`config.mk`:
```
export PLATFORM = sky130hd
export DESIGN_NAME = rst_cascade_ctrl
export DESIGN_NICKNAME = d
export VERILOG_FILES = /design/src/rtl/rcc_pkg.sv /design/src/rtl/rcc_sync.sv /design/src/rtl/rcc_pin_timer.sv /design/src/rtl/rcc_seq.sv /design/src/rtl/rst_cascade_ctrl.sv
export SDC_FILE = /design/constraint.sdc
export NUM_CORES = 1
export LEC_CHECK = 0
export BUFFER_PORTS_ARGS = -buffer_cell sky130_fd_sc_hd__buf_4
export CORE_MARGIN = 1
export CORE_UTILIZATION = 55
export DETAILED_ROUTE_END_ITERATION = 8
export PLACE_DENSITY = 0.83
export SLEW_MARGIN = 10
export SYNTH_ARGS = -nofsm -noshare
export SYNTH_HDL_FRONTEND = slang
export SYNTH_SLANG_ARGS = --single-unit
```
`constraint.sdc`:
```
create_clock -name clk_i -period 5.5 [get_ports clk_i]
set_input_delay 0 -clock clk_i [delete_from_list [all_inputs] [get_ports clk_i]]
set_output_delay 0 -clock clk_i [all_outputs]
set_load 0.02 [all_outputs]
```
`src/rtl/rcc_pkg.sv`:
```
package rcc_pkg;

    typedef enum logic [2:0] {
        LV_RUN  = 3'd0,
        LV_CPU  = 3'd1,
        LV_SYS  = 3'd2,
        LV_BOOT = 3'd3,
        LV_BOR  = 3'd4,
        LV_POR  = 3'd5
    } lvl_e;

    function automatic lvl_e lvl_max(input lvl_e a, input lvl_e b);
        return (a > b) ? a : b;
    endfunction

    // software code to level, invalid codes map to run (no request)
    function automatic lvl_e sw_code_lvl(input logic [2:0] code);
        case (code)
            3'd5:    return LV_POR;
            3'd3:    return LV_BOOT;
            3'd2:    return LV_SYS;
            3'd1:    return LV_CPU;
            default: return LV_RUN;
        endcase
    endfunction

endpackage

```
`src/rtl/rcc_sync.sv`:
```
module rcc_sync #(
    parameter int              W       = 1,
    parameter int              STAGES  = 2,
    parameter logic [W-1:0]    RST_VAL = '0
) (
    input  logic         clk_i,
    input  logic         rst_n_i,
    input  logic [W-1:0] async_i,
    output logic [W-1:0] sync_o
);

    logic [W-1:0] stg_d [STAGES];
    logic [W-1:0] stg_q [STAGES];

    always_comb begin
        stg_d[0] = async_i;
        for (int i = 1; i < STAGES; i++) begin
            stg_d[i] = stg_q[i-1];
        end
    end

    always_ff @(posedge clk_i or negedge rst_n_i) begin
        if (!rst_n_i) begin
            for (int i = 0; i < STAGES; i++) begin
                stg_q[i] <= RST_VAL;
            end
        end else begin
            for (int i = 0; i < STAGES; i++) begin
                stg_q[i] <= stg_d[i];
            end
        end
    end

    assign sync_o = stg_q[STAGES-1];

endmodule

```
`src/rtl/rcc_pin_timer.sv`:
```
module rcc_pin_timer #(
    parameter int PIN_LONG_TICKS = 32768
) (
    input  logic clk_i,
    input  logic rst_n_i,
    input  logic pin_low_i,
    input  logic tick_i,
    output logic short_o,
    output logic long_o
);

    localparam int CW = $clog2(PIN_LONG_TICKS + 1);

    typedef struct packed {
        logic [CW-1:0] cnt;
        logic          was_low;
        logic          fired;
        logic          short_p;
        logic          long_p;
    } pin_st_t;

    pin_st_t st_d, st_q;

    always_comb begin
        st_d         = st_q;
        st_d.short_p = 1'b0;
        st_d.long_p  = 1'b0;
        if (pin_low_i) begin
            st_d.was_low = 1'b1;
            if (tick_i && !st_q.fired) begin
                if (st_q.cnt == CW'(PIN_LONG_TICKS - 1)) begin
                    st_d.fired  = 1'b1;
                    st_d.long_p = 1'b1;
                end else begin
                    st_d.cnt = st_q.cnt + 1'b1;
                end
            end
        end else begin
            st_d.short_p = st_q.was_low && !st_q.fired;
            st_d.was_low = 1'b0;
            st_d.fired   = 1'b0;
            st_d.cnt     = '0;
        end
    end

    always_ff @(posedge clk_i or negedge rst_n_i) begin
        if (!rst_n_i) begin
            st_q <= '0;
        end else begin
            st_q <= st_d;
        end
    end

    assign short_o = st_q.short_p;
    assign long_o  = st_q.long_p;

endmodule

```
`src/rtl/rcc_seq.sv`:
```
module rcc_seq
    import rcc_pkg::*;
#(
    parameter int HOLD_CYC = 16
) (
    input  logic clk_i,
    input  logic rst_n_i,
    input  lvl_e req_i,
    input  logic boot_done_i,
    output lvl_e lvl_o,
    output logic boot_go_o,
    output lvl_e cause_o
);

    localparam int CW = $clog2(HOLD_CYC + 1);

    typedef struct packed {
        lvl_e          lvl;
        logic [CW-1:0] cnt;
        logic          boot_wait;
        logic          boot_go;
        lvl_e          cause;
    } seq_st_t;

    seq_st_t st_d, st_q;
    logic    hold_done;

    assign hold_done = (st_q.cnt == CW'(HOLD_CYC - 1));

    always_comb begin
        st_d         = st_q;
        st_d.boot_go = 1'b0;
        if (req_i > st_q.lvl) begin
            // stronger request: restart the chain from it
            st_d.lvl       = req_i;
            st_d.cnt       = '0;
            st_d.boot_wait = 1'b0;
            st_d.cause     = (st_q.lvl == LV_RUN) ? req_i : lvl_max(st_q.cause, req_i);
        end else if (st_q.lvl != LV_RUN) begin
            if (st_q.boot_wait) begin
                if (boot_done_i) begin
                    st_d.lvl       = LV_SYS;
                    st_d.cnt       = '0;
                    st_d.boot_wait = 1'b0;
                end
            end else if (!hold_done) begin
                st_d.cnt = st_q.cnt + 1'b1;
            end else begin
                st_d.cnt = '0;
                case (st_q.lvl)
                    LV_POR:  st_d.lvl = LV_BOR;
                    LV_BOR:  st_d.lvl = LV_BOOT;
                    LV_BOOT: begin
                        st_d.boot_wait = 1'b1;
                        st_d.boot_go   = 1'b1;
                    end
                    default: st_d.lvl = LV_RUN;
                endcase
            end
        end
    end

    always_ff @(posedge clk_i or negedge rst_n_i) begin
        if (!rst_n_i) begin
            st_q.lvl       <= LV_POR;
            st_q.cnt       <= '0;
            st_q.boot_wait <= 1'b0;
            st_q.boot_go   <= 1'b0;
            st_q.cause     <= LV_POR;
        end else begin
            st_q <= st_d;
        end
    end

    assign lvl_o     = st_q.lvl;
    assign boot_go_o = st_q.boot_go;
    assign cause_o   = st_q.cause;

endmodule

```
`src/rtl/rst_cascade_ctrl.sv`:
```
module rst_cascade_ctrl
    import rcc_pkg::*;
#(
    parameter int HOLD_CYC       = 16,
    parameter int PIN_LONG_TICKS = 32768,
    parameter int SYNC_STAGES    = 2
) (
    input  logic       clk_i,
    input  logic       por_n_i,
    input  logic       bor_flag_i,
    input  logic       bor_as_irq_i,
    input  logic       shdn_exit_i,
    input  logic       ext_rst_n_i,
    input  logic       slow_tick_i,
    input  logic       clk_fault_i,
    input  logic       sw_req_i,
    input  logic [2:0] sw_level_i,
    input  logic       wdt_expire_i,
    input  logic       bsl_evt_i,
    input  logic       dbg_req_i,
    input  logic       dbg_cpu_only_i,
    input  logic       boot_done_i,
    output logic       shmem_rst_o,
    output logic       pwr_rst_o,
    output logic       rtc_rst_o,
    output logic       periph_rst_o,
    output logic       cpu_rst_o,
    output logic       boot_start_o,
    output logic       run_o,
    output logic       bor_irq_o,
    output logic [2:0] cause_o
);

    localparam int NUM_ASYNC = 4;
    localparam int IX_BOR    = 0;
    localparam int IX_SHDN   = 1;
    localparam int IX_PIN    = 2;
    localparam int IX_CLKF   = 3;
    localparam logic [NUM_ASYNC-1:0] ASYNC_RST = NUM_ASYNC'(1) << IX_PIN;
    localparam int NUM_DOM   = 5;

    typedef struct packed {
        logic [NUM_DOM-1:0] dom;
        logic               run;
        logic               irq;
        logic               shdn_prev;
    } top_st_t;

    logic [NUM_ASYNC-1:0] async_vec, sync_vec;
    logic                 pin_short, pin_long;
    lvl_e                 req_lvl, cur_lvl, cause_lvl;
    logic                 boot_go;
    top_st_t              st_d, st_q;

    assign async_vec[IX_BOR]  = bor_flag_i;
    assign async_vec[IX_SHDN] = shdn_exit_i;
    assign async_vec[IX_PIN]  = ext_rst_n_i;
    assign async_vec[IX_CLKF] = clk_fault_i;

    rcc_sync #(
        .W       (NUM_ASYNC),
        .STAGES  (SYNC_STAGES),
        .RST_VAL (ASYNC_RST)
    ) u_sync (
        .clk_i   (clk_i),
        .rst_n_i (por_n_i),
        .async_i (async_vec),
        .sync_o  (sync_vec)
    );

    rcc_pin_timer #(
        .PIN_LONG_TICKS (PIN_LONG_TICKS)
    ) u_pin (
        .clk_i     (clk_i),
        .rst_n_i   (por_n_i),
        .pin_low_i (!sync_vec[IX_PIN]),
        .tick_i    (slow_tick_i),
        .short_o   (pin_short),
        .long_o    (pin_long)
    );

    // merge every trigger into the strongest requested level
    always_comb begin
        req_lvl = LV_RUN;
        if (pin_long) begin
            req_lvl = lvl_max(req_lvl, LV_POR);
        end
        if (sw_req_i) begin
            req_lvl = lvl_max(req_lvl, sw_code_lvl(sw_level_i));
        end
        if (sync_vec[IX_BOR] && !bor_as_irq_i) begin
            req_lvl = lvl_max(req_lvl, LV_BOR);
        end
        if (sync_vec[IX_SHDN] && !st_q.shdn_prev) begin
            req_lvl = lvl_max(req_lvl, LV_BOR);
        end
        if (sync_vec[IX_CLKF] || pin_short) begin
            req_lvl = lvl_max(req_lvl, LV_BOOT);
        end
        if (wdt_expire_i || bsl_evt_i) begin
            req_lvl = lvl_max(req_lvl, LV_SYS);
        end
        if (dbg_req_i) begin
            req_lvl = lvl_max(req_lvl, dbg_cpu_only_i ? LV_CPU : LV_SYS);
        end
    end

    rcc_seq #(
        .HOLD_CYC (HOLD_CYC)
    ) u_seq (
        .clk_i       (clk_i),
        .rst_n_i     (por_n_i),
        .req_i       (req_lvl),
        .boot_done_i (boot_done_i),
        .lvl_o       (cur_lvl),
        .boot_go_o   (boot_go),
        .cause_o     (cause_lvl)
    );

    // registered domain decode keeps the reset lines glitch free
    always_comb begin
        st_d           = st_q;
        st_d.dom[4]    = (cur_lvl == LV_POR);
        st_d.dom[3]    = (cur_lvl >= LV_BOR);
        st_d.dom[2]    = (cur_lvl >= LV_BOOT);
        st_d.dom[1]    = (cur_lvl >= LV_SYS);
        st_d.dom[0]    = (cur_lvl >= LV_CPU);
        st_d.run       = (cur_lvl == LV_RUN);
        st_d.irq       = sync_vec[IX_BOR] && bor_as_irq_i;
        st_d.shdn_prev = sync_vec[IX_SHDN];
    end

    always_ff @(posedge clk_i or negedge por_n_i) begin
        if (!por_n_i) begin
            st_q.dom       <= '1;
            st_q.run       <= 1'b0;
            st_q.irq       <= 1'b0;
            st_q.shdn_prev <= 1'b0;
        end else begin
            st_q <= st_d;
        end
    end

    assign shmem_rst_o  = st_q.dom[4];
    assign pwr_rst_o    = st_q.dom[3];
    assign rtc_rst_o    = st_q.dom[2];
    assign periph_rst_o = st_q.dom[1];
    assign cpu_rst_o    = st_q.dom[0];
    assign run_o        = st_q.run;
    assign bor_irq_o    = st_q.irq;
    assign boot_start_o = boot_go;
    assign cause_o      = cause_lvl;

endmodule

```
==> reports/qor.yml <==
power_and_ir_drop:
  power.total_mw: 1.08
  p_per_area_nw_per_um2: 363
  p_leak_nw: 1.30
  irDropWorstVdd_v: 0.000154
timing:
  max_freq_mhz: 212
  setup-tns-final_ns: 0
  timing.slew.headroom_pct: 60.8
  min_period_ns: 4.71
  period_share_pct: 85.6
  worst_pin_slew_ns: 0.588
  setup_viol: 0
  finalClockSkew_ns: 0.00468
  hold_viol_final: 0
  rsz0062_at_grt: "no"
  drv_slew: 0
clock_network:
  clk_pin_slew_worst_paths_ns: 0.09
  postCtsSetupBuffers: 0
  cts_hold_buffers: 7
  clkLatencyLatePin_ns: 0.30
  clock_path_buffers: 2
  postCtsResizedCells: 0
  numCtsBuffers: 5
  cts_root_buf: "clkbuf_8"
  cts.sinks: 49
  h-tree-depth: 2
  cts_tree: "yes"
placed_design:
  placed_cell_area_sq_um: 2820
  dp_cells: 334
  post-dp-hpwl_um: 3420
  gp_congestion: 0.795
  port_buffers: 27
finish:
  multiInputGateArea_sq_um: 1260
  final_cells: 349
  antennaDiodeCount: 0
  drive_gt1_share_pct: 17.5
  seq_area_sq_um: 1240
  area_delta_synth_final_pct: 13.7
  finalNetCount: 325
  design_area_sq_um: 2980
  fillCellCount: 363
worst_setup_path:
  cp.arrival_ns: 4.90
  crit_path_cell_trace: "ha_1, nor2b_1, o32ai_1, a21oi_1, nand2_1, inv_2, o22a_1, ha_1, nor2b_1, o21ai_0, mux2i_1, a2bb2oi_1, and2_1, ha_1, nor2b_1, o21ai_0, a32oi_1, and2_1, mux2_2"
  end_kind: "flip-flop"
  worstSetupPathType: "reg2reg"
  slowest_stage: "a32oi_1"
  critPathMaxStageDelay_ns: 0.45
  crit_path_start: "u_pin.long_o$_DFF_PN0_"
  timing.rr.start: "u_pin.long_o$_DFF_PN0_"
  crit_fanout: 7
  start_kind: "flip-flop"
  required_ns: 5.69
floorplan:
  core_sq_um: 4470
  io_pins: 28
  start_util_pct: 58.5
  die_h_um: 71.0
  row_count: 24
  die_x_um: 71.0
  die-area_sq_um: 5040
detailed_routing:
  drtPass1Iterations: 6
  met1Wirelength_um: 2250
  drt-total-wl_um: 4930
  vias_per_cell: 5.91
  vias: 2063
  avgRoutedWirePerCell_um: 14.1
  met3_length_um: 132
  drtAntennaViolNets: 0
  wl_met2_um: 2490
  highest_layer: "met4"
  drc_errors: 3
  drtIter0Drc: 98
logic_synthesis:
  synth_flop_cell: "dfrtp_1"
  synth_top_area_cell: "dfrtp_1"
  synth.area.top_cells: "dfrtp_1, dfstp_2, ha_1"
  synth_nets: 298
  synth_edf_count: 0
  ys_types: 53
  syn_inst: 269
  syn_avg_cell_area_sq_um: 9.73
  synth_top_cell_area_share_pct: 36.3
  synth_area_sq_um: 2620
  ys_seq_area_share_pct: 47.4
  ys_ff_latch: 49
  synth-async-reset-ratio_pct: 100
  yosys_warnings: 0
worst_hold_path:
  min_path_type: "in2reg"
  min_from: "slow_tick_i"
status:
  violations: "DRC"
  status: "finished, violations left"
global_route:
  grt.overflow.total: 0
  antenna_found_initial: 0
  grt.total_usage_pct: 22.0
  grt_max_degree: 50
  grt_pass1_wl_um: 8710
  first_global_vias: 2025
run:
  drv_cap: 0
[critical path, delay by kind of cell (launching register included)]
family	cells	cell delay, ns
AOI/OAI and AO/OA	7	1.75
adders and majority gates	3	0.80
buffers and inverters	1	0.08
DFF	1	0.43
muxes	2	0.57
and+or+nand+nor	6	0.99
[cell usage in the layout, fill, tap and decap left out, drive strengths merged, types with 2 or more instances in the layout]
master / netlist / layout
nor4: 5 / 5
nor3b: 2 / 2
inv: 13 / 13
nand2: 19 / 19
ha: 12 / 12
buf: 4 / 27
nor4b: 2 / 2
and3: 2 / 2
a211oi: 7 / 7
nor2: 23 / 23
o21ai: 13 / 13
dfrtp: 38 / 38
a31oi: 3 / 3
nor3: 5 / 5
nand2b: 8 / 8
clkbuf: 10 / 6
dfstp: 11 / 11
and4: 4 / 4
nand4: 2 / 2
mux2i: 3 / 3
nand3b: 3 / 3
nor2b: 7 / 7
xnor2: 12 / 12
a21o: 3 / 3
o32ai: 2 / 2
clkinvlp: 0 / 2
and2: 6 / 6
a21oi: 12 / 12
o21a: 2 / 2
nand3: 16 / 16
dlygate4sd3: 0 / 7
or3: 2 / 2
[flip-flops by register name, indices dropped and copies added, names as in the netlist]
name / flops
u_pin.st_q: 18
u_seq.st_q: 6
u_sync.stg_d: 4
u_sync.sync_o: 4
u_seq.cause_o: 3
u_seq.lvl_o: 3
bor_irq_o: 1
cpu_rst_o: 1
periph_rst_o: 1
pwr_rst_o: 1
rtc_rst_o: 1
run_o: 1
shmem_rst_o: 1
st_q: 1
u_pin.long_o: 1
u_pin.short_o: 1
u_seq.boot_go_o: 1
[final cells by class]
| cell class | instances | area share (%) |
|---|---|---|
| clock buffers | 6 | 2.44 |
| clock inverters | 2 | 0.505 |
| inverters | 13 | 1.64 |
| multi-input cells | 193 | 42.4 |
| flip-flops and latches | 49 | 41.7 |
| well taps | 52 | 2.19 |
| repair buffers | 34 | 9.17 |
[logic make-up after synthesis]
| family | share of synthesized area, % |
|---|---|
| buffers and inverters | 4.40 |
| adder cells (fa/ha/maj) | 5.74 |
| multiplexers | 1.58 |
| XOR/XNOR | 4.02 |
| flip-flops | 47.4 |
| AO/OA/AOI/OAI | 14.4 |
| AND/OR/NAND/NOR | 22.4 |
[worst paths after layout]
path	end	slack [ns]	cells past startpoint
worst max-delay path	u_seq.cause_o[1]$_DFFE_PN0P_	0.79	19
worst min-delay path	u_pin.long_o$_DFF_PN0_	0.18	3
worst max register to register	u_seq.cause_o[1]$_DFFE_PN0P_	0.79	19
max in group asynchronous	u_pin.st_q[5]$_DFFE_PN0P_	4.85	2
worst min register to register	u_sync.sync_o[1]$_DFF_PN0_	0.35	0
min in group asynchronous	u_seq.boot_go_o$_DFF_PN0_	0.25	2
[where the power goes]
| group | switching, mW | internal, mW |
|---|---|---|
| Combinational | 0.216 | 0.161 |
| Clock | 0.118 | 0.0897 |
| Sequential | 0.0536 | 0.442 |
| Total | 0.387 | 0.693 |
[cells in the mapped netlist, types with 7 or more instances]
| cell | count |
|---|---|
| clkbuf_1 | 9 |
| xnor2_1 | 12 |
| nor2b_1 | 7 |
| nand2b_1 | 7 |
| dfrtp_1 | 38 |
| a211oi_1 | 7 |
| ha_1 | 12 |
| inv_1 | 11 |
| nor2_1 | 23 |
| o21ai_0 | 11 |
| nand2_1 | 19 |
| nand3_1 | 16 |
| a21oi_1 | 12 |
| dfstp_2 | 11 |
[per-layer routing]
layer	GRT usage (%)	up-vias
li1	-	1018
met1	26.1	1006
met2	40.1	32
met3	3.42	7
met4	8.22	0
met5	0	-
[per-stage QoR]
step                      worst slack [ns]  utilization (%)  hold WS [ns]
final                                0.794             66.5         0.177
after global routing                 0.436             66.5         0.199
after CTS                            0.814             66.5         0.167
after detailed placement             0.842             63.0        0.0497
after global placement                1.02             63.0        0.0416
after floorplan                       1.31                -        -0.296
Note: power is estimated with default switching activity, not from simulation.
